==> src/rtl/fmt_pkg.sv <==
package fmt_pkg;
  localparam int ADDR_W  = 11;
  localparam int TMR_N   = 2;
  localparam int T2_RATIO = 4;

  // control value bit positions
  localparam int CB_CLR   = 7;
  localparam int CB_MASK1 = 6;
  localparam int CB_MASK2 = 5;
  localparam int CB_GO2   = 1;
  localparam int CB_GO1   = 0;

  // status bit positions
  localparam int SB_ANY = 7;
  localparam int SB_T1  = 6;
  localparam int SB_T2  = 5;

  typedef enum logic [1:0] {
    SEL_NONE = 2'd0,
    SEL_PRE1 = 2'd1,
    SEL_PRE2 = 2'd2,
    SEL_CTL  = 2'd3
  } reg_sel_e;
endpackage

==> src/rtl/fmt_host.sv <==
module fmt_host
  import fmt_pkg::*;
(
  input  logic       clk,
  input  logic       rst_n,
  input  logic       native_mode,
  input  logic       host_wr,
  input  logic [1:0] host_port,
  input  logic [7:0] host_wdata,
  output reg_sel_e   sel_o,
  output logic       data_wr_o
);
  logic [ADDR_W-1:0] addr_q;
  logic [ADDR_W-1:0] masked;
  logic              is_data_port;

  always_comb begin
    if (native_mode) is_data_port = (host_port == 2'd1);
    else             is_data_port = host_port[0];
  end

  assign data_wr_o = host_wr && is_data_port;

  always_ff @(posedge clk) begin
    if (!rst_n) begin
      addr_q <= '0;
    end else if (host_wr && !is_data_port) begin
      if (native_mode) begin
        if (host_port == 2'd0)      addr_q[7:0]        <= host_wdata;
        else if (host_port == 2'd2) addr_q[ADDR_W-1:8] <= host_wdata[ADDR_W-9:0];
      end else begin
        addr_q <= {2'b00, host_port[1], host_wdata};
      end
    end
  end

  always_comb begin
    sel_o = SEL_NONE;
    if (native_mode) begin
      masked = addr_q & 11'h5FF;
      case (masked)
        11'h402: sel_o = SEL_PRE1;
        11'h403: sel_o = SEL_PRE2;
        11'h404: sel_o = SEL_CTL;
        default: sel_o = SEL_NONE;
      endcase
    end else begin
      masked = addr_q & 11'h1FF;
      case (masked)
        11'h002: sel_o = SEL_PRE1;
        11'h003: sel_o = SEL_PRE2;
        11'h004: sel_o = SEL_CTL;
        default: sel_o = SEL_NONE;
      endcase
    end
  end
endmodule

==> src/rtl/fmt_timer.sv <==
module fmt_timer #(
  parameter int PERIOD = 4000
) (
  input  logic       clk,
  input  logic       rst_n,
  input  logic       load_i,
  input  logic       go_i,
  input  logic       fast_i,
  input  logic [7:0] preload_i,
  output logic       ovf_o
);
  localparam int PW = (PERIOD > 2) ? $clog2(PERIOD) : 1;
  localparam logic [PW-1:0] PH_LAST = PW'(PERIOD - 1);

  logic          run_q;
  logic [PW-1:0] phase_q;
  logic [7:0]    cnt_q;
  logic [7:0]    step_base;
  logic [7:0]    step_val;
  logic          ovf_q;

  assign step_base = load_i ? preload_i : cnt_q;
  assign step_val  = step_base + 8'd1;
  assign ovf_o     = ovf_q;

  always_ff @(posedge clk) begin
    if (!rst_n) begin
      run_q   <= 1'b0;
      phase_q <= '0;
      cnt_q   <= '0;
      ovf_q   <= 1'b0;
    end else begin
      ovf_q <= 1'b0;
      if (load_i) begin
        run_q   <= go_i;
        phase_q <= '0;
        if (go_i) begin
          if (fast_i) begin
            if (step_val == 8'd0) begin
              cnt_q <= preload_i;
              ovf_q <= 1'b1;
            end else begin
              cnt_q <= step_val;
            end
          end else begin
            cnt_q <= preload_i;
          end
        end
      end else if (run_q) begin
        if (phase_q == PH_LAST) begin
          phase_q <= '0;
          if (step_val == 8'd0) begin
            cnt_q <= preload_i;
            ovf_q <= 1'b1;
          end else begin
            cnt_q <= step_val;
          end
        end else begin
          phase_q <= phase_q + 1'b1;
        end
      end
    end
  end


  reload_chk: assert property (@(posedge clk) disable iff (!rst_n)
    ovf_q |-> (cnt_q == $past(preload_i)));


  idle_hold_chk: assert property (@(posedge clk) disable iff (!rst_n)
    (!run_q && !load_i) |=> $stable(cnt_q));
endmodule

==> src/rtl/fm_timer_pair.sv <==
module fm_timer_pair
  import fmt_pkg::*;
#(
  parameter int CLKS_PER_80US = 4000
) (
  input  logic       clk,
  input  logic       rst_n,
  input  logic       native_mode,
  input  logic       fast_start,
  input  logic       host_wr,
  input  logic [1:0] host_port,
  input  logic [7:0] host_wdata,
  output logic [7:0] host_rdata
);
  reg_sel_e          sel;
  logic              data_wr;
  logic              ctl_wr;
  logic              clr_cmd;
  logic              ctl_load;
  logic [7:0]        pre_q [TMR_N];
  logic [7:0]        ctrl_q;
  logic [TMR_N-1:0]  flag_q;
  logic [TMR_N-1:0]  ovf;

  fmt_host u_host (
    .clk         (clk),
    .rst_n       (rst_n),
    .native_mode (native_mode),
    .host_wr     (host_wr),
    .host_port   (host_port),
    .host_wdata  (host_wdata),
    .sel_o       (sel),
    .data_wr_o   (data_wr)
  );

  assign ctl_wr   = data_wr && (sel == SEL_CTL);
  assign clr_cmd  = ctl_wr && host_wdata[CB_CLR];
  assign ctl_load = ctl_wr && !host_wdata[CB_CLR];

  always_ff @(posedge clk) begin
    if (!rst_n) begin
      pre_q[0] <= '0;
      pre_q[1] <= '0;
      ctrl_q   <= '0;
    end else begin
      if (data_wr && sel == SEL_PRE1) pre_q[0] <= host_wdata;
      if (data_wr && sel == SEL_PRE2) pre_q[1] <= host_wdata;
      if (ctl_load)                   ctrl_q   <= host_wdata;
    end
  end

  for (genvar i = 0; i < TMR_N; i++) begin : g_tmr
    localparam int RATIO = (i == 0) ? 1 : T2_RATIO;
    logic go_bit;
    logic mask_bit;
    assign go_bit   = (i == 0) ? host_wdata[CB_GO1] : host_wdata[CB_GO2];
    assign mask_bit = (i == 0) ? ctrl_q[CB_MASK1]   : ctrl_q[CB_MASK2];

    fmt_timer #(.PERIOD(CLKS_PER_80US * RATIO)) u_tmr (
      .clk       (clk),
      .rst_n     (rst_n),
      .load_i    (ctl_load),
      .go_i      (go_bit),
      .fast_i    (fast_start),
      .preload_i (pre_q[i]),
      .ovf_o     (ovf[i])
    );

    always_ff @(posedge clk) begin
      if (!rst_n)                         flag_q[i] <= 1'b0;
      else if (clr_cmd || (ctl_load && !go_bit)) flag_q[i] <= 1'b0;
      else if (ovf[i] && !mask_bit)       flag_q[i] <= 1'b1;
    end


    mask_gate_chk: assert property (@(posedge clk) disable iff (!rst_n)
      $rose(flag_q[i]) |-> !$past(mask_bit));


    flag_clear_src_chk: assert property (@(posedge clk) disable iff (!rst_n)
      $fell(flag_q[i]) |-> $past(ctl_wr));
  end

  always_comb begin
    host_rdata = 8'h00;
    case (host_port)
      2'd0: begin
        host_rdata[SB_T1]  = flag_q[0];
        host_rdata[SB_T2]  = flag_q[1];
        host_rdata[SB_ANY] = |flag_q;
      end
      2'd1: begin
        case (sel)
          SEL_PRE1: host_rdata = pre_q[0];
          SEL_PRE2: host_rdata = pre_q[1];
          SEL_CTL:  host_rdata = ctrl_q;
          default:  host_rdata = 8'h00;
        endcase
      end
      default: host_rdata = 8'hFF;
    endcase
  end


  clr_keeps_ctrl_chk: assert property (@(posedge clk) disable iff (!rst_n)
    clr_cmd |=> $stable(ctrl_q));
endmodule

==> config.mk <==
export PLATFORM = sky130hd
export DESIGN_NAME = fm_timer_pair
export DESIGN_NICKNAME = d
export VERILOG_FILES = /design/src/rtl/fmt_pkg.sv /design/src/rtl/fmt_host.sv /design/src/rtl/fmt_timer.sv /design/src/rtl/fm_timer_pair.sv
export SDC_FILE = /design/constraint.sdc
export NUM_CORES = 1
export LEC_CHECK = 0
export BUFFER_PORTS_ARGS = -buffer_cell sky130_fd_sc_hd__buf_2
export CAP_MARGIN = 20
export CORE_ASPECT_RATIO = 1.2
export CORE_MARGIN = 3
export CORE_UTILIZATION = 55
export DETAILED_ROUTE_END_ITERATION = 12
export GPL_TIMING_DRIVEN = 0
export PLACE_DENSITY = 0.73
export SLEW_MARGIN = 20
export SYNTH_ARGS = -nofsm -noshare
export SYNTH_HDL_FRONTEND = slang
export SYNTH_SLANG_ARGS = --single-unit
==> constraint.sdc <==
create_clock -name clk -period 7.5 [get_ports clk]
set_input_delay 1.125 -clock clk [delete_from_list [all_inputs] [get_ports clk]]
set_output_delay 1.125 -clock clk [all_outputs]
set_load 0.005 [all_outputs]
Word level (Yosys, flattened, before mapping):

Memory sizes are Yosys's and may differ from the RTL's.
Cells that the tools add are included.
Widths: inputs -> output; s select.

* register bits after elaboration: 67
* latch bits: 0
* memory bits (writable): 16
* memory bits (read-only): 0
* word-level logic and storage cells: 121
* memories kept: 1

Memory list
* pre_q: words 2, width 8, rd ports 2, clocked after memory_dff 0, write ports 2, RTL line fm_timer_pair.sv:20 `logic [7:0] pre_q [TMR_N];`

* add/sub/neg operators: 4
* $mul: 0
* divide/modulo/power cells: 0
* order comparisons: 0
* eq/ne operators: 18
* shifts and indexed selects: 0
* muxes and demuxes: 48
* bitwise logic cells: 3
* reductions and logical operators: 34

Operator list (count)
* $mux 8: 17
* $eq 10x10->1 const B: 3
* $pmux 8 s3: 1
* $mux 1: 20
* $eq 9x2->1 const B: 2
* $add 8x1->8 const B: 2
* $logic_not 8->1: 2
* $add 14x1->14 const B: 1
* $eq 14x14->1 const B: 1
* $mux 14: 1
* $add 12x1->12 const B: 1
* $eq 12x12->1 const B: 1
* $mux 12: 1
* $pmux 2 s3: 2
* $logic_and 1x1->1: 11
* $mux 11: 1
* $pmux 5 s2: 1
* $eq 9x3->1 const B: 1
* $reduce_and 3->1: 3
* $reduce_bool 2->1: 4
* $reduce_or 2->1: 4
* $eq 2x2->1 const B: 3
* $logic_not 1->1: 6
* $mux 3: 2
* other kinds (10): 16

Depth between registers and ports, before layout:

* word-level depth: 13
* mapped depth: 16

Modules after synthesis:

Synthesis repeated with hierarchy kept, for this count alone.

* cell total of the unflattened synthesis: 505
* area, all modules: 4664.5 um^2

By module, submodules not included
* fmt_timer at g_tmr[0].u_tmr: times used 1, cells each 171, area each 1537.7 um^2
* fmt_timer at g_tmr[1].u_tmr: times used 1, cells each 166, area each 1460.2 um^2
* fm_timer_pair: times used 1, cells each 109, area each 1178.6 um^2
* fmt_host: times used 1, cells each 59, area each 488.0 um^2

Least setup slack after synthesis:

OpenSTA, ideal clock, no wires.

* kind: input port to flip-flop
* start point: in host_wdata[7]
* end point: reg g_tmr[1].u_tmr.cnt_q[0]
* library setup time: 0.092 ns
* data arrival time: 4.628 ns
* data required time: 7.408 ns
* slack: 2.780 ns
* cell stages on the path: 14
* path through: or4b_1 > clkbuf_2 > nor3_2 > buf_2 > buf_2 > mux2_2 > ha_1 > clkbuf_1 > nand3_1 > xor2_1 > mux2i_2 > nor4_2 > mux2_1 > nor4_1

* word-level cells in the longest chain between the ends: 9

RTL lines
* start: declaration: RTL line fm_timer_pair.sv:12 `input logic [7:0] host_wdata,`
* $logic_not 1->1 *: RTL line fm_timer_pair.sv:38 `assign ctl_load = ctl_wr && !host_wdata[CB_CLR];`
* $logic_and 1x1->1 *: RTL line fm_timer_pair.sv:38
* $mux 8: RTL line fmt_timer.sv:22 `assign step_base = load_i ? preload_i : cnt_q;`
* $add 8x1->8: RTL line fmt_timer.sv:23 `assign step_val = step_base + 8'd1;`
* $logic_not 8->1: RTL line fmt_timer.sv:39, fmt_timer.sv:52
* $mux 8: RTL line fmt_timer.sv:39, fmt_timer.sv:52
* $mux 8 (on tied branches): RTL line fmt_timer.sv:50, fmt_timer.sv:38
* $mux 8 (on tied branches): RTL line fmt_timer.sv:49, fmt_timer.sv:37
* $mux 8: RTL line fmt_timer.sv:34 `if (load_i) begin`
* end signal: assignment: RTL line fmt_timer.sv:40 `cnt_q <= preload_i;`
* end signal: assignment: RTL line fmt_timer.sv:43 `cnt_q <= step_val;`
* end signal: assignment: RTL line fmt_timer.sv:53 `cnt_q <= preload_i;`
* end: declaration: RTL line fmt_timer.sv:17 `logic [7:0] cnt_q;`

Mark *: on every way between the ends. The rest lies on a longest branch, timed or not. The select of a mux whose other input is x is not followed.
A chain may end at the register's enable or synchronous reset.

Worst setup path in the final report:

* start point: in native_mode
* end point: reg g_tmr[1].u_tmr.cnt_q[0]

* word-level cells in the longest chain between the ends: 11

RTL lines
* start: declaration: RTL line fm_timer_pair.sv:8 `input logic native_mode,`
* $mux 2 / $mux 1 (equally long branches): RTL line fmt_host.sv:39, fmt_host.sv:18
* $eq 2x2->1 / $logic_and 1x1->1 (equally long branches): RTL line fm_timer_pair.sv:36, fmt_host.sv:22
* $logic_and 1x1->1 *: RTL line fm_timer_pair.sv:36 `assign ctl_wr = data_wr && (sel == SEL_CTL);`
* $logic_and 1x1->1 *: RTL line fm_timer_pair.sv:38
* $mux 8: RTL line fmt_timer.sv:22
* $add 8x1->8: RTL line fmt_timer.sv:23
* $logic_not 8->1: RTL line fmt_timer.sv:39, fmt_timer.sv:52
* $mux 8: RTL line fmt_timer.sv:39, fmt_timer.sv:52
* $mux 8 (on tied branches): RTL line fmt_timer.sv:50, fmt_timer.sv:38
* $mux 8 (on tied branches): RTL line fmt_timer.sv:49, fmt_timer.sv:37
* $mux 8: RTL line fmt_timer.sv:34

Marked as above.

==> results.yml <==
status:
  run_status: "finished, final reports clean"
synth:
  yosysWarnings: 0
  ys_seq_area_share_pct: 39.7
  synth_nets: 553
  synthFlopType: "dfxtp_1"
  avgSynthCellArea_sq_um: 8.31
  synth.most_common_cell: "dfxtp_1"
  synthDistinctLibCells: 57
  synthTopCellsByCount: "dfxtp_1, nand2_1, nor2_1"
  synth_seq_cells: 80
  synthArstFlopShare_pct: 0
  synth.area.top_cells: "dfxtp_1, edfxtp_1, xor2_1"
  synth_edf_count: 16
  netlist_area_sq_um: 4440
  yosys.area.top_type: "dfxtp_1"
  syn_inst: 534
  synth_top_area_share_pct: 28.9
clock_network:
  post_cts_buffers: 0
  cts.sinks: 80
  insertion_delay_ns: 0.36
  ctsHoldBuffers: 0
  post_cts_resized: 0
  cts_tree: "built"
  cts_buffers: 9
  clock-root-buffer: "clkbuf_8"
  cts.path.max_buffers: 2
  htree_levels: 3
  clk_pin_slew_ns: 0.10
worst_setup_path:
  cp_max_fo: 10
  worstSetupStartpointType: "input pin"
  slowest_stage: "nor4_2"
  path_cells: "buf_2 -> nand2_1 -> nand3_1 -> nor3_2 -> buf_2 -> buf_2 -> mux2_2 -> ha_1 -> clkbuf_1 -> nand3_1 -> xor2_1 -> mux2i_2 -> nor4_2 -> mux2_1 -> nor4_1"
  max_stage_delay_ns: 0.69
  endpoint_kind: "register"
  path_common_cell: "buf_2"
  cp.required_ns: 7.75
  cp_data_arrival_time_ns: 5.69
  crit_type: "in -> reg"
timing:
  relSlewSlack_pct: 42.8
  clock_skew_ns: 0.0196
  slew_violations: 0
  setup_viol: 0
  worst_pin_slew_ns: 0.854
  hold_viol_final: 0
  period_minus_slack_ns: 5.43
  fmax_ghz: 0.184
  finalCritPeriodShare_pct: 72.5
  tns_ns: 0
  rsz0062_at_grt: "no"
pwr:
  power.leakage_nw: 1.78
  power.total_mw: 0.824
  powerDensity_nw_per_um2: 169
  ir_worst_vdd_mv: 0.141
drt:
  drt-met1-wl_mm: 5.04
  top_layer_used: "met4"
  dr_wl_met3_microns: 584
  ant_nets: 0
  via_per_inst: 6.12
  dr_total_vias: 4066
  drtIter0Drc: 377
  dr_wl_met2_mm: 5.25
  drc: 0
  routed_wl_mm: 11.1
  routed_wire_length_per_instance_microns: 16.8
  drt_first_pass_iters: 5
floorplanning:
  core_area_sq_um: 7750
  die_w_microns: 88.0
  rows: 35
  start_util_pct: 57.3
  die_y_microns: 104
  dieArea_sq_um: 9190
  io_pins: 23
placed_design:
  gp_congestion: 0.851
  hpwl_mm: 7.82
  portBuffers: 22
  place_area_sq_um: 4670
global_route:
  antenna_found_initial: 0
  grt_overflow: 0
  grt_max_degree: 16
  grt.total_usage_pct: 25.4
  first_global_vias: 3822
  grt_pass1_wl_mm: 18.6
finish:
  area_delta_synth_final_pct: 9.61
  diodes: 0
  drive_above_1_share_pct: 10.5
  final_area_sq_um: 4870
  final_nets: 586
min_path:
  hp-class: "reg -> reg"
flow_run:
  drv_cap: 0
## routing by layer
metal	track usage, %	up-vias
li1	-	1962
met1	35.4	1944
met2	39.3	133
met3	4.04	27
met4	9.18	0
met5	0	-
## state kept, by name (all words and copies together) (netlist names)
name                 cells
u_host.addr_q           10
flag_q                   2
ctrl_q                   8
g_tmr.u_tmr.ovf_o        2
g_tmr.u_tmr.phase_q     26
g_tmr.u_tmr.cnt_q       16
pre_q                   16
## cells in the final DEF (no fill, tap or decap), drive strengths merged, types with 6 or more instances in the layout
master	instances
clkbuf	34
edfxtp	16
mux2i	15
and2	10
o21ai	35
nor4	7
nor2	54
a21oi	41
nor2b	6
and3	8
xor2	26
buf	31
nand3	29
inv	11
nand4	16
nand2b	9
nor3	12
dfxtp	64
xnor2	21
nand2	57
## critical path, delay by kind of cell
family / cells / cell delay, ns
XOR/XNOR: 1 / 0.19
adder cells (fa/ha/maj): 1 / 0.17
buffers and inverters: 4 / 0.95
multiplexers: 3 / 0.85
AND/OR/NAND/NOR: 6 / 2.37
## kinds of logic (layout without fill, tap and decap cells)
| group | count (synthesis) | in the layout | share of synthesized area [%] |
|---|---|---|---|
| buffers and inverters | 41 | 79 | 3.92 |
| DFF | 80 | 80 | 39.7 |
| xor gates and xnor gates | 47 | 47 | 9.27 |
| adders and majority gates | 4 | 4 | 1.13 |
| muxes | 20 | 20 | 4.82 |
| AOI/OAI and AO/OA | 112 | 112 | 15.1 |
| and+or+nand+nor | 230 | 230 | 26.0 |
## final cells by class
type | count | area [sq um]
Inverter | 8 | 30.0
Fill cell | 692 | 2890
Multi-Input combinational cell | 413 | 2510
Sequential cell | 80 | 1760
Clock inverter | 6 | 47.5
Clock buffer | 10 | 149
Tap cell | 92 | 115
Timing Repair Buffer | 22 | 110
Buffer | 33 | 144
## report_power, final
group	internal [mW]	switching [mW]
Sequential	0.443	0.00528
Combinational	0.0184	0.0365
Clock	0.145	0.176
Total	0.606	0.218
## final timing paths
| check | startpoint | endpoint | slack [ns] | cells after the start |
|---|---|---|---|---|
| max | native_mode | g_tmr[1].u_tmr.cnt_q[0] | 2.07 | 15 |
| min | u_host.addr_q[6] | u_host.addr_q[6] | 0.46 | 2 |
| max reg2reg | u_host.addr_q[3] | g_tmr[1].u_tmr.cnt_q[0] | 2.49 | 14 |
| min reg2reg | u_host.addr_q[6] | u_host.addr_q[6] | 0.46 | 2 |
## per-stage QoR
step	worst slack (ns)	instances	hold WS [ns]	utilization (%)
2_1_floorplan	2.78	534	0.431	-
3_3_place_gp	1.89	648	0.443	60.2
3_5_place_dp	1.82	648	0.449	60.2
4_1_cts	2.18	664	0.463	62.8
5_1_grt	1.81	664	0.488	62.8
6_report	2.07	664	0.460	62.8
(Power assumes the default switching activity.)
